$ cat src/rtl/alink_rx_pkg.sv
package alink_rx_pkg;

   // number of data slots the receiver consumes (command, write data, left, right)
   localparam int USED_SLOTS = 4;

   typedef enum logic [1:0] {
      FR_IDLE = 2'd0,   // waiting for a sync rise
      FR_RUN  = 2'd1,   // frame being decoded
      FR_DROP = 2'd2    // frame aborted, counting out its window
   } fr_state_e;

   // frame bit index of the last bit of data slot s (s = 0 is slot 1)
   function automatic int slot_last(input int tag_w, input int slot_w, input int s);
      return tag_w + slot_w * (s + 1) - 1;
   endfunction

   function automatic int max2(input int a, input int b);
      return (a > b) ? a : b;
   endfunction

endpackage

$ cat src/rtl/alink_framer.sv
module alink_framer
   import alink_rx_pkg::*;
#(
   parameter int FRAME_BITS = 256,
   parameter int CNT_W      = 8
) (
   input  logic             bclk_i,
   input  logic             rst_ni,
   input  logic             sync_i,
   output logic             live_o,
   output logic [CNT_W-1:0] pos_o
);

   localparam logic [CNT_W-1:0] LAST_POS = CNT_W'(FRAME_BITS - 1);

   logic             sync_q;
   logic             rise;
   fr_state_e        st_q, st_d;
   logic [CNT_W-1:0] cnt_q;
   logic [CNT_W-1:0] pos;

   assign rise = sync_i & ~sync_q;

   always_comb begin
      pos = (st_q == FR_IDLE) ? '0 : cnt_q + 1'b1;
      live_o = (st_q == FR_IDLE) ? rise : ((st_q == FR_RUN) && !rise);
      st_d = st_q;
      if (st_q == FR_IDLE) begin
         if (rise) st_d = FR_RUN;
      end else if (pos == LAST_POS) begin
         st_d = FR_IDLE;
      end else if (rise) begin
         st_d = FR_DROP;
      end
   end

   assign pos_o = pos;

   always_ff @(negedge bclk_i or negedge rst_ni) begin
      if (!rst_ni) begin
         sync_q <= 1'b0;
         st_q   <= FR_IDLE;
         cnt_q  <= '0;
      end else begin
         sync_q <= sync_i;
         st_q   <= st_d;
         cnt_q  <= pos;
      end
   end

endmodule

$ cat src/rtl/alink_shifter.sv
module alink_shifter #(
   parameter int SLOT_W = 20,
   parameter int OUT_W  = 18
) (
   input  logic             bclk_i,
   input  logic             rst_ni,
   input  logic             sd_i,
   output logic [OUT_W-1:0] word_o
);

   logic [SLOT_W-2:0] sh_q;
   logic [SLOT_W-1:0] full;

   // the most recent SLOT_W bits, newest bit in position 0
   assign full   = {sh_q, sd_i};
   assign word_o = full[SLOT_W-1 -: OUT_W];

   always_ff @(negedge bclk_i or negedge rst_ni) begin
      if (!rst_ni) sh_q <= '0;
      else         sh_q <= full[SLOT_W-2:0];
   end

endmodule

$ cat src/rtl/alink_tag_dec.sv
module alink_tag_dec #(
   parameter int TAG_W  = 16,
   parameter int N_USED = 4,
   parameter int CNT_W  = 8
) (
   input  logic              bclk_i,
   input  logic              rst_ni,
   input  logic              live_i,
   input  logic [CNT_W-1:0]  pos_i,
   input  logic [N_USED:0]   tag_i,
   output logic              tag_stb_o,
   output logic              frame_vld_o,
   output logic [N_USED-1:0] slot_vld_o
);

   logic hit;
   assign hit = live_i && (pos_i == CNT_W'(TAG_W - 1));

   always_ff @(negedge bclk_i or negedge rst_ni) begin
      if (!rst_ni) begin
         tag_stb_o   <= 1'b0;
         frame_vld_o <= 1'b0;
      end else begin
         tag_stb_o <= hit;
         if (hit) frame_vld_o <= tag_i[N_USED];
      end
   end

   // slot s valid flag sits one place below the previous one
   for (genvar s = 0; s < N_USED; s++) begin : g_vld
      always_ff @(negedge bclk_i or negedge rst_ni) begin
         if (!rst_ni)  slot_vld_o[s] <= 1'b0;
         else if (hit) slot_vld_o[s] <= tag_i[N_USED-1-s];
      end
   end

endmodule

$ cat src/rtl/alink_slot_cap.sv
module alink_slot_cap #(
   parameter int W        = 18,
   parameter int LAST_POS = 35,
   parameter int CNT_W    = 8
) (
   input  logic             bclk_i,
   input  logic             rst_ni,
   input  logic             live_i,
   input  logic [CNT_W-1:0] pos_i,
   input  logic             vld_i,
   input  logic [W-1:0]     word_i,
   output logic             stb_o,
   output logic [W-1:0]     data_o
);

   logic hit;
   assign hit = live_i && vld_i && (pos_i == CNT_W'(LAST_POS));

   always_ff @(negedge bclk_i or negedge rst_ni) begin
      if (!rst_ni) begin
         stb_o  <= 1'b0;
         data_o <= '0;
      end else begin
         stb_o <= hit;
         if (hit) data_o <= word_i;
      end
   end

endmodule

$ cat src/rtl/alink_frame_rx.sv
module alink_frame_rx
   import alink_rx_pkg::*;
#(
   parameter int TAG_W   = 16,
   parameter int SLOT_W  = 20,
   parameter int N_SLOTS = 12,
   parameter int ADDR_W  = 7,
   parameter int WDATA_W = 16,
   parameter int PCM_W   = 18
) (
   input  logic                  bclk_i,
   input  logic                  rst_ni,
   input  logic                  sync_i,
   input  logic                  sdo_i,
   output logic                  frame_vld_o,
   output logic [USED_SLOTS-1:0] slot_vld_o,
   output logic                  tag_stb_o,
   output logic                  cmd_stb_o,
   output logic                  cmd_rd_o,
   output logic [ADDR_W-1:0]     cmd_addr_o,
   output logic                  wr_stb_o,
   output logic [WDATA_W-1:0]    wr_data_o,
   output logic                  pcm_l_stb_o,
   output logic [PCM_W-1:0]      pcm_l_o,
   output logic                  pcm_r_stb_o,
   output logic [PCM_W-1:0]      pcm_r_o
);

   localparam int FRAME_BITS = TAG_W + N_SLOTS * SLOT_W;
   localparam int CNT_W      = $clog2(FRAME_BITS);
   localparam int CMD_W      = 1 + ADDR_W;
   localparam int TAG_SPAN   = SLOT_W - (TAG_W - USED_SLOTS - 1);
   localparam int OUT_W      = max2(max2(CMD_W, WDATA_W), max2(PCM_W, TAG_SPAN));
   localparam int TAG_TOP    = TAG_W - 1 - (SLOT_W - OUT_W);

   // elaboration-time parameter checks
   if (TAG_W < USED_SLOTS + 1) begin : g_err_tag
      $error("TAG_W too small for the used tag flags");
   end
   if (TAG_W > SLOT_W) begin : g_err_tagw
      $error("TAG_W must not exceed SLOT_W");
   end
   if (N_SLOTS < USED_SLOTS) begin : g_err_slots
      $error("N_SLOTS must cover the consumed slots");
   end
   if (CMD_W > SLOT_W || WDATA_W > SLOT_W || PCM_W > SLOT_W) begin : g_err_fld
      $error("field wider than a slot");
   end

   logic             live;
   logic [CNT_W-1:0] pos;
   logic [OUT_W-1:0] word;
   logic [CMD_W-1:0] cmd_word;

   alink_framer #(
      .FRAME_BITS (FRAME_BITS),
      .CNT_W      (CNT_W)
   ) framer_i (
      .bclk_i (bclk_i),
      .rst_ni (rst_ni),
      .sync_i (sync_i),
      .live_o (live),
      .pos_o  (pos)
   );

   alink_shifter #(
      .SLOT_W (SLOT_W),
      .OUT_W  (OUT_W)
   ) shifter_i (
      .bclk_i (bclk_i),
      .rst_ni (rst_ni),
      .sd_i   (sdo_i),
      .word_o (word)
   );

   alink_tag_dec #(
      .TAG_W  (TAG_W),
      .N_USED (USED_SLOTS),
      .CNT_W  (CNT_W)
   ) tag_i (
      .bclk_i      (bclk_i),
      .rst_ni      (rst_ni),
      .live_i      (live),
      .pos_i       (pos),
      .tag_i       (word[TAG_TOP -: USED_SLOTS+1]),
      .tag_stb_o   (tag_stb_o),
      .frame_vld_o (frame_vld_o),
      .slot_vld_o  (slot_vld_o)
   );

   // one capture stage per consumed slot; the field width picks the variant
   for (genvar s = 0; s < USED_SLOTS; s++) begin : g_slot
      localparam int LAST_POS = slot_last(TAG_W, SLOT_W, s);
      if (s == 0) begin : g_cmd
         alink_slot_cap #(.W(CMD_W), .LAST_POS(LAST_POS), .CNT_W(CNT_W)) cap_i (
            .bclk_i (bclk_i), .rst_ni (rst_ni), .live_i (live), .pos_i (pos),
            .vld_i  (slot_vld_o[s]), .word_i (word[OUT_W-1 -: CMD_W]),
            .stb_o  (cmd_stb_o), .data_o (cmd_word));
      end else if (s == 1) begin : g_wr
         alink_slot_cap #(.W(WDATA_W), .LAST_POS(LAST_POS), .CNT_W(CNT_W)) cap_i (
            .bclk_i (bclk_i), .rst_ni (rst_ni), .live_i (live), .pos_i (pos),
            .vld_i  (slot_vld_o[s]), .word_i (word[OUT_W-1 -: WDATA_W]),
            .stb_o  (wr_stb_o), .data_o (wr_data_o));
      end else if (s == 2) begin : g_left
         alink_slot_cap #(.W(PCM_W), .LAST_POS(LAST_POS), .CNT_W(CNT_W)) cap_i (
            .bclk_i (bclk_i), .rst_ni (rst_ni), .live_i (live), .pos_i (pos),
            .vld_i  (slot_vld_o[s]), .word_i (word[OUT_W-1 -: PCM_W]),
            .stb_o  (pcm_l_stb_o), .data_o (pcm_l_o));
      end else begin : g_right
         alink_slot_cap #(.W(PCM_W), .LAST_POS(LAST_POS), .CNT_W(CNT_W)) cap_i (
            .bclk_i (bclk_i), .rst_ni (rst_ni), .live_i (live), .pos_i (pos),
            .vld_i  (slot_vld_o[s]), .word_i (word[OUT_W-1 -: PCM_W]),
            .stb_o  (pcm_r_stb_o), .data_o (pcm_r_o));
      end
   end

   // direction flag on top, register index right below it
   assign cmd_rd_o   = cmd_word[CMD_W-1];
   assign cmd_addr_o = cmd_word[ADDR_W-1:0];

endmodule

$ cat config.mk
export PLATFORM = sky130hd
export DESIGN_NAME = alink_frame_rx
export DESIGN_NICKNAME = d
export VERILOG_FILES = /design/src/rtl/alink_rx_pkg.sv /design/src/rtl/alink_framer.sv /design/src/rtl/alink_shifter.sv /design/src/rtl/alink_tag_dec.sv /design/src/rtl/alink_slot_cap.sv /design/src/rtl/alink_frame_rx.sv
export SDC_FILE = /design/constraint.sdc
export NUM_CORES = 1
export LEC_CHECK = 0
export ABC_AREA = 1
export CAP_MARGIN = 20
export CORE_UTILIZATION = 55
export CTS_CLUSTER_DIAMETER = 60
export DETAILED_ROUTE_END_ITERATION = 8
export PLACE_DENSITY = 0.93
export SLEW_MARGIN = 40
export SYNTH_ARGS = -nofsm -noshare
export SYNTH_HDL_FRONTEND = slang
export SYNTH_HIERARCHICAL = 1
export SYNTH_SLANG_ARGS = --single-unit
$ cat constraint.sdc
create_clock -name bclk_i -period 3.9 [get_ports bclk_i]
set_clock_uncertainty 0.05 [all_clocks]
set_input_delay 0.975 -clock bclk_i [delete_from_list [all_inputs] [get_ports bclk_i]]
set_output_delay 0.975 -clock bclk_i [all_outputs]
set_load 0.02 [all_outputs]
* After elaboration in Yosys (flattened, before gate mapping)
Cells that the tools add are included.
** Cells by class
- $add $sub $neg :: 1
- Equality and inequality tests :: 8
- Mux-type cells :: 6
- Bitwise operators :: 2
- Reductions and logical operators :: 14
** Operator list (count)
- 8-bit by 6-bit equality test with 1-bit output, second input constant :: 2
- 8-bit by 7-bit equality test with 1-bit output, second input constant :: 2
- 1-bit logical AND :: 10
- 8-bit by 1-bit adder with 8-bit output, second input constant :: 1
- 8-bit by 4-bit equality test with 1-bit output, second input constant :: 1
- 8-bit equality test, second input constant :: 1
- 2-bit 2-to-1 mux :: 4
- 8-bit 2-to-1 mux :: 1
- 2-bit by 1-bit equality test with 1-bit output, second input constant :: 1
- 2-bit logical NOT :: 1
- 2-bit by 1-bit inequality test with 1-bit output, second input constant :: 1
- 2-bit AND reduction :: 1
- 2-bit nonzero test :: 1
- 1-bit bitwise AND :: 1
- 1-bit logical NOT :: 1
- 1-bit 2-to-1 mux :: 1
- 1-bit inverter :: 1
** Storage, ports and cells
- Bits in registers :: 100
- Bits of input ports :: 4
- Output and inout bits :: 70
- Logic and storage cells :: 49

* Depth between registers and ports, before layout
Gate-level depths: netlist (run 1).
- Depth after elaboration :: 7
- Depth in mapped cells :: 13

* Hierarchy
The synthesis (run 1) kept the hierarchy.
** Modules (own cells, without submodules)
- alink_slot_cap (g_slot[2].g_left.cap_i) :: instances 1, cells an instance 91, area an instance 863.3 um^2
- alink_slot_cap (g_slot[3].g_right.cap_i) :: instances 1, cells an instance 89, area an instance 853.3 um^2
- alink_slot_cap (g_slot[1].g_wr.cap_i) :: instances 1, cells an instance 82, area an instance 805.8 um^2
- alink_shifter :: instances 1, cells an instance 37, area an instance 610.6 um^2
- alink_framer :: instances 1, cells an instance 72, area an instance 576.8 um^2
- alink_slot_cap (g_slot[0].g_cmd.cap_i) :: instances 1, cells an instance 45, area an instance 444.2 um^2
- alink_tag_dec :: instances 1, cells an instance 36, area an instance 315.3 um^2

==> impl_metrics.toml, run 1 <==
[pwr]
power_mw = 2.35
p_per_area_nw_per_um2 = 374
p_leak_nw = 3.36
ir_drop_v = 0.000246

[critical_path]
crit_chain = "buf_6"
worst_setup_path_end_kind = "primary output"
crit_required_ps = 2870
critPathMaxStageDelay_ps = 520
r2r-end = "g_slot[3].g_right.cap_i/data_o[12]"
arrival_ps = 2990
crit_start = "g_slot[2].g_left.cap_i/data_o[11]"
r2r_slack_ps = 1210
r2r_start = "framer_i/cnt_q[2]"
ff2ff_path_depth = 10
crit_buf_inv = 1
cp_max_fo = 2
startpoint_type = "flip-flop"
path_delay_family = "flip-flops"
crit_slowest_cell = "dfrtn_1"
crit_type = "reg -> out"

[run_status]
status = "finished with violations"
violations = "negative setup slack"

[floorplanning]
dieArea_sq_um = 8490
die_h_microns = 92.1
coreArea_sq_um = 7810
start_util_pct = 57.2
ios = 74
die_w_microns = 92.1
num_rows = 32

[timing]
rsz0062_at_grt = "yes"
worst_slew_pin_slew_ps = 669
layout_setup_ws_ps = -117
fin_setup_tns_ps = -1190
slew_violations = 0
hold_viol = 0
setup_viol = 46
slew-limit-headroom_pct = 55.2

[detailed_routing]
detail-route-antenna-nets = 0
drt_iter0_drc = 431
drt-total-wl_microns = 15100
wire_per_inst_microns = 21.3
drc = 0
vias = 4305
firstDrtPassIters = 5
vias_per_cell = 6.08

[worst_hold_path]
hp-start = "shifter_i/sh_q[0]"
worstHoldPathCells = 0
min_to = "shifter_i/sh_q[1]"
hp-class = "reg -> reg"

[cts]
tritoncts = "done"
clock-sinks = 100
cts_buffer_depth = 2
h-tree-depth = 3
clkTransAtPathRegs_ps = 80
cts-buffers-inserted = 9
clock_latency_ps = 360
root_buffer = "clkbuf_8"

[placed_design]
place_congestion = 0.873
portBuffers = 73
placed_cells = 639
dpl_worst_slack_ps = -834
dp_hpwl_microns = 7490

[final_layout]
syn_to_final_growth_pct = 40.2
drive_above_1_share_pct = 41.1
layout.nets = 606
diodes = 0
final_cells = 708

[logic_synthesis]
yosys.cell_count.top_type = "nand2_1"
synth_compound_area_share_pct = 1.65
synth_common_cells = "nand2_1, dfrtn_1, nand4_1"
yosys_warnings = 6
ys_top_cells_by_area = "dfrtn_1, nand2_1, nand4_1"
syn_area_per_cell_sq_um = 9.89
synth_edf_count = 0
synth.top_cell.area_share_pct = 56.0
ys.flop_type = "dfrtn_1"
synth_top_family_by_area = "simple AND/OR/NAND/NOR gates"
yosys.area_share.simple_pct = 33.5
netlist_area_sq_um = 4470
synthMuxAreaShare_pct = 0
yosys.area.top_type = "dfrtn_1"
yosysSeqAreaShare_pct = 56.0
synth_xor_area_share_pct = 0
ys_seq_elements = 100
synthArstFlopShare_pct = 100
yosysUniqueCellTypes = 24
synth_cells = 452
synth_nets = 457
synth_adder_area_share_pct = 0.280

[flow_run]
maxCapViolCount = 0

[global_routing]
grt_overflow_total = 0
grt_pass1_wl_microns = 20400
grt_pass1_vias = 3978
grt_max_degree = 37
gr-usage-all-layers_pct = 32.3
antenna_found_initial = 0
[cells by family (layout without fill, tap and decap cells)]
| kind of cell | count (synthesis) | in the layout |
|---|---|---|
| simple gates | 274 | 280 |
| flops | 100 | 100 |
| buf+inv | 66 | 214 |
| fa+ha+maj | 1 | 1 |
| compound gates | 11 | 11 |
[cell usage in the layout (no fill, tap or decap)]
| master | instances |
|---|---|
| nand2_1 | 137 |
| dfrtn_1 | 100 |
| buf_4 | 88 |
| buf_6 | 66 |
| nand4_1 | 60 |
| inv_1 | 27 |
| nand2_2 | 26 |
| nor2_1 | 12 |
| nand3_1 | 11 |
| clkbuf_8 | 10 |
| nand3_4 | 10 |
| nor2_8 | 8 |
| nor2_2 | 7 |
| inv_2 | 5 |
| clkinv_4 | 4 |
| nor2_4 | 4 |
| buf_12 | 4 |
| o21bai_1 | 4 |
| nand3_2 | 3 |
| inv_8 | 2 |
| a21oi_1 | 2 |
| o21ai_4 | 2 |
| inv_4 | 2 |
| buf_2 | 2 |
| bufinv_16 | 1 |
| nand2_4 | 1 |
| inv_12 | 1 |
| nor3_1 | 1 |
| o21bai_2 | 1 |
| o21ai_0 | 1 |
| ha_1 | 1 |
| buf_8 | 1 |
| clkdlybuf4s50_1 | 1 |
| o21bai_4 | 1 |
[state kept, by name, indices dropped and copies added, names as in the netlist, 2 cells and up]
signal and cells:
shifter_i/sh_q 19, g_slot.g_left.cap_i/data_o 18, g_slot.g_right.cap_i/data_o 18, g_slot.g_wr.cap_i/data_o 16, framer_i/cnt_q 8, g_slot.g_cmd.cap_i/data_o 8, tag_i/slot_vld_o 4, framer_i/st_q 2
[cell type report]
class | count | area [sq um]
fillers | 406 | 1540
clock inverters | 6 | 78.8
well taps | 102 | 128
inverters | 36 | 158
repair buffers | 162 | 1520
flip-flops and latches | 100 | 2500
multi-input cells | 292 | 1740
clock buffers | 10 | 138
[worst max-delay path by stage]
| stage | to | slack [ps] | cells after the start |
|---|---|---|---|
| after floorplan | g_slot[2].g_left.cap_i/data_o[10] | -110 | 9 |
| after global placement | g_slot[2].g_left.cap_i/data_o[10] | -740 | 11 |
| after detailed placement | g_slot[2].g_left.cap_i/data_o[9] | -830 | 11 |
| after CTS | pcm_r_o[14] | -70 | 1 |
| after global routing | pcm_l_o[11] | -120 | 1 |
| final | pcm_l_o[11] | -120 | 1 |
[repair_timing]
item                       CTS  global route
setup buffers               22            26
setup endpoints to repair  140           120
gates resized for setup    402            37
gates cloned                 5             1
hold buffers                 0             0
pin swaps                    5             2
[routing by layer]
metal / vias to the layer above / track usage (%) / routed length [microns]
met5: - / 0 / 0
met4: 0 / 18.0 / 946
met3: 111 / 5.47 / 1440
met2: 354 / 54.8 / 7360
met1: 2060 / 39.0 / 5320
li1: 1780 / - / -
[power by group]
group	internal, mW	switching [mW]
clock	0.327	0.411
sequential	1.07	0.0499
combinational	0.135	0.351
[per-stage QoR]
| stage | instance area [sq um] | utilization [%] | hold slack (ps) |
|---|---|---|---|
| 2_1_floorplan | 4510 | - | 242 |
| 4_1_cts | 5930 | 75.9 | 252 |
| 3_5_place_dp | 5460 | 69.9 | 251 |
| 6_report | 6270 | 80.3 | 251 |
| 3_3_place_gp | 5460 | 69.9 | 245 |
| 5_1_grt | 6270 | 80.3 | 251 |
(Power assumes the default switching activity.)
==> run 2, diff against run 1 <==
--- a/config.mk
+++ b/config.mk
@@ -9,6 +9,7 @@
 export CAP_MARGIN = 20
 export CORE_UTILIZATION = 55
 export CTS_CLUSTER_DIAMETER = 60
+export CTS_CLUSTER_SIZE = 30
 export DETAILED_ROUTE_END_ITERATION = 8
 export PLACE_DENSITY = 0.93
 export SLEW_MARGIN = 40
==> results of run 2 <==
No change in the layout: final DEF, timing and power equal those of run 1.
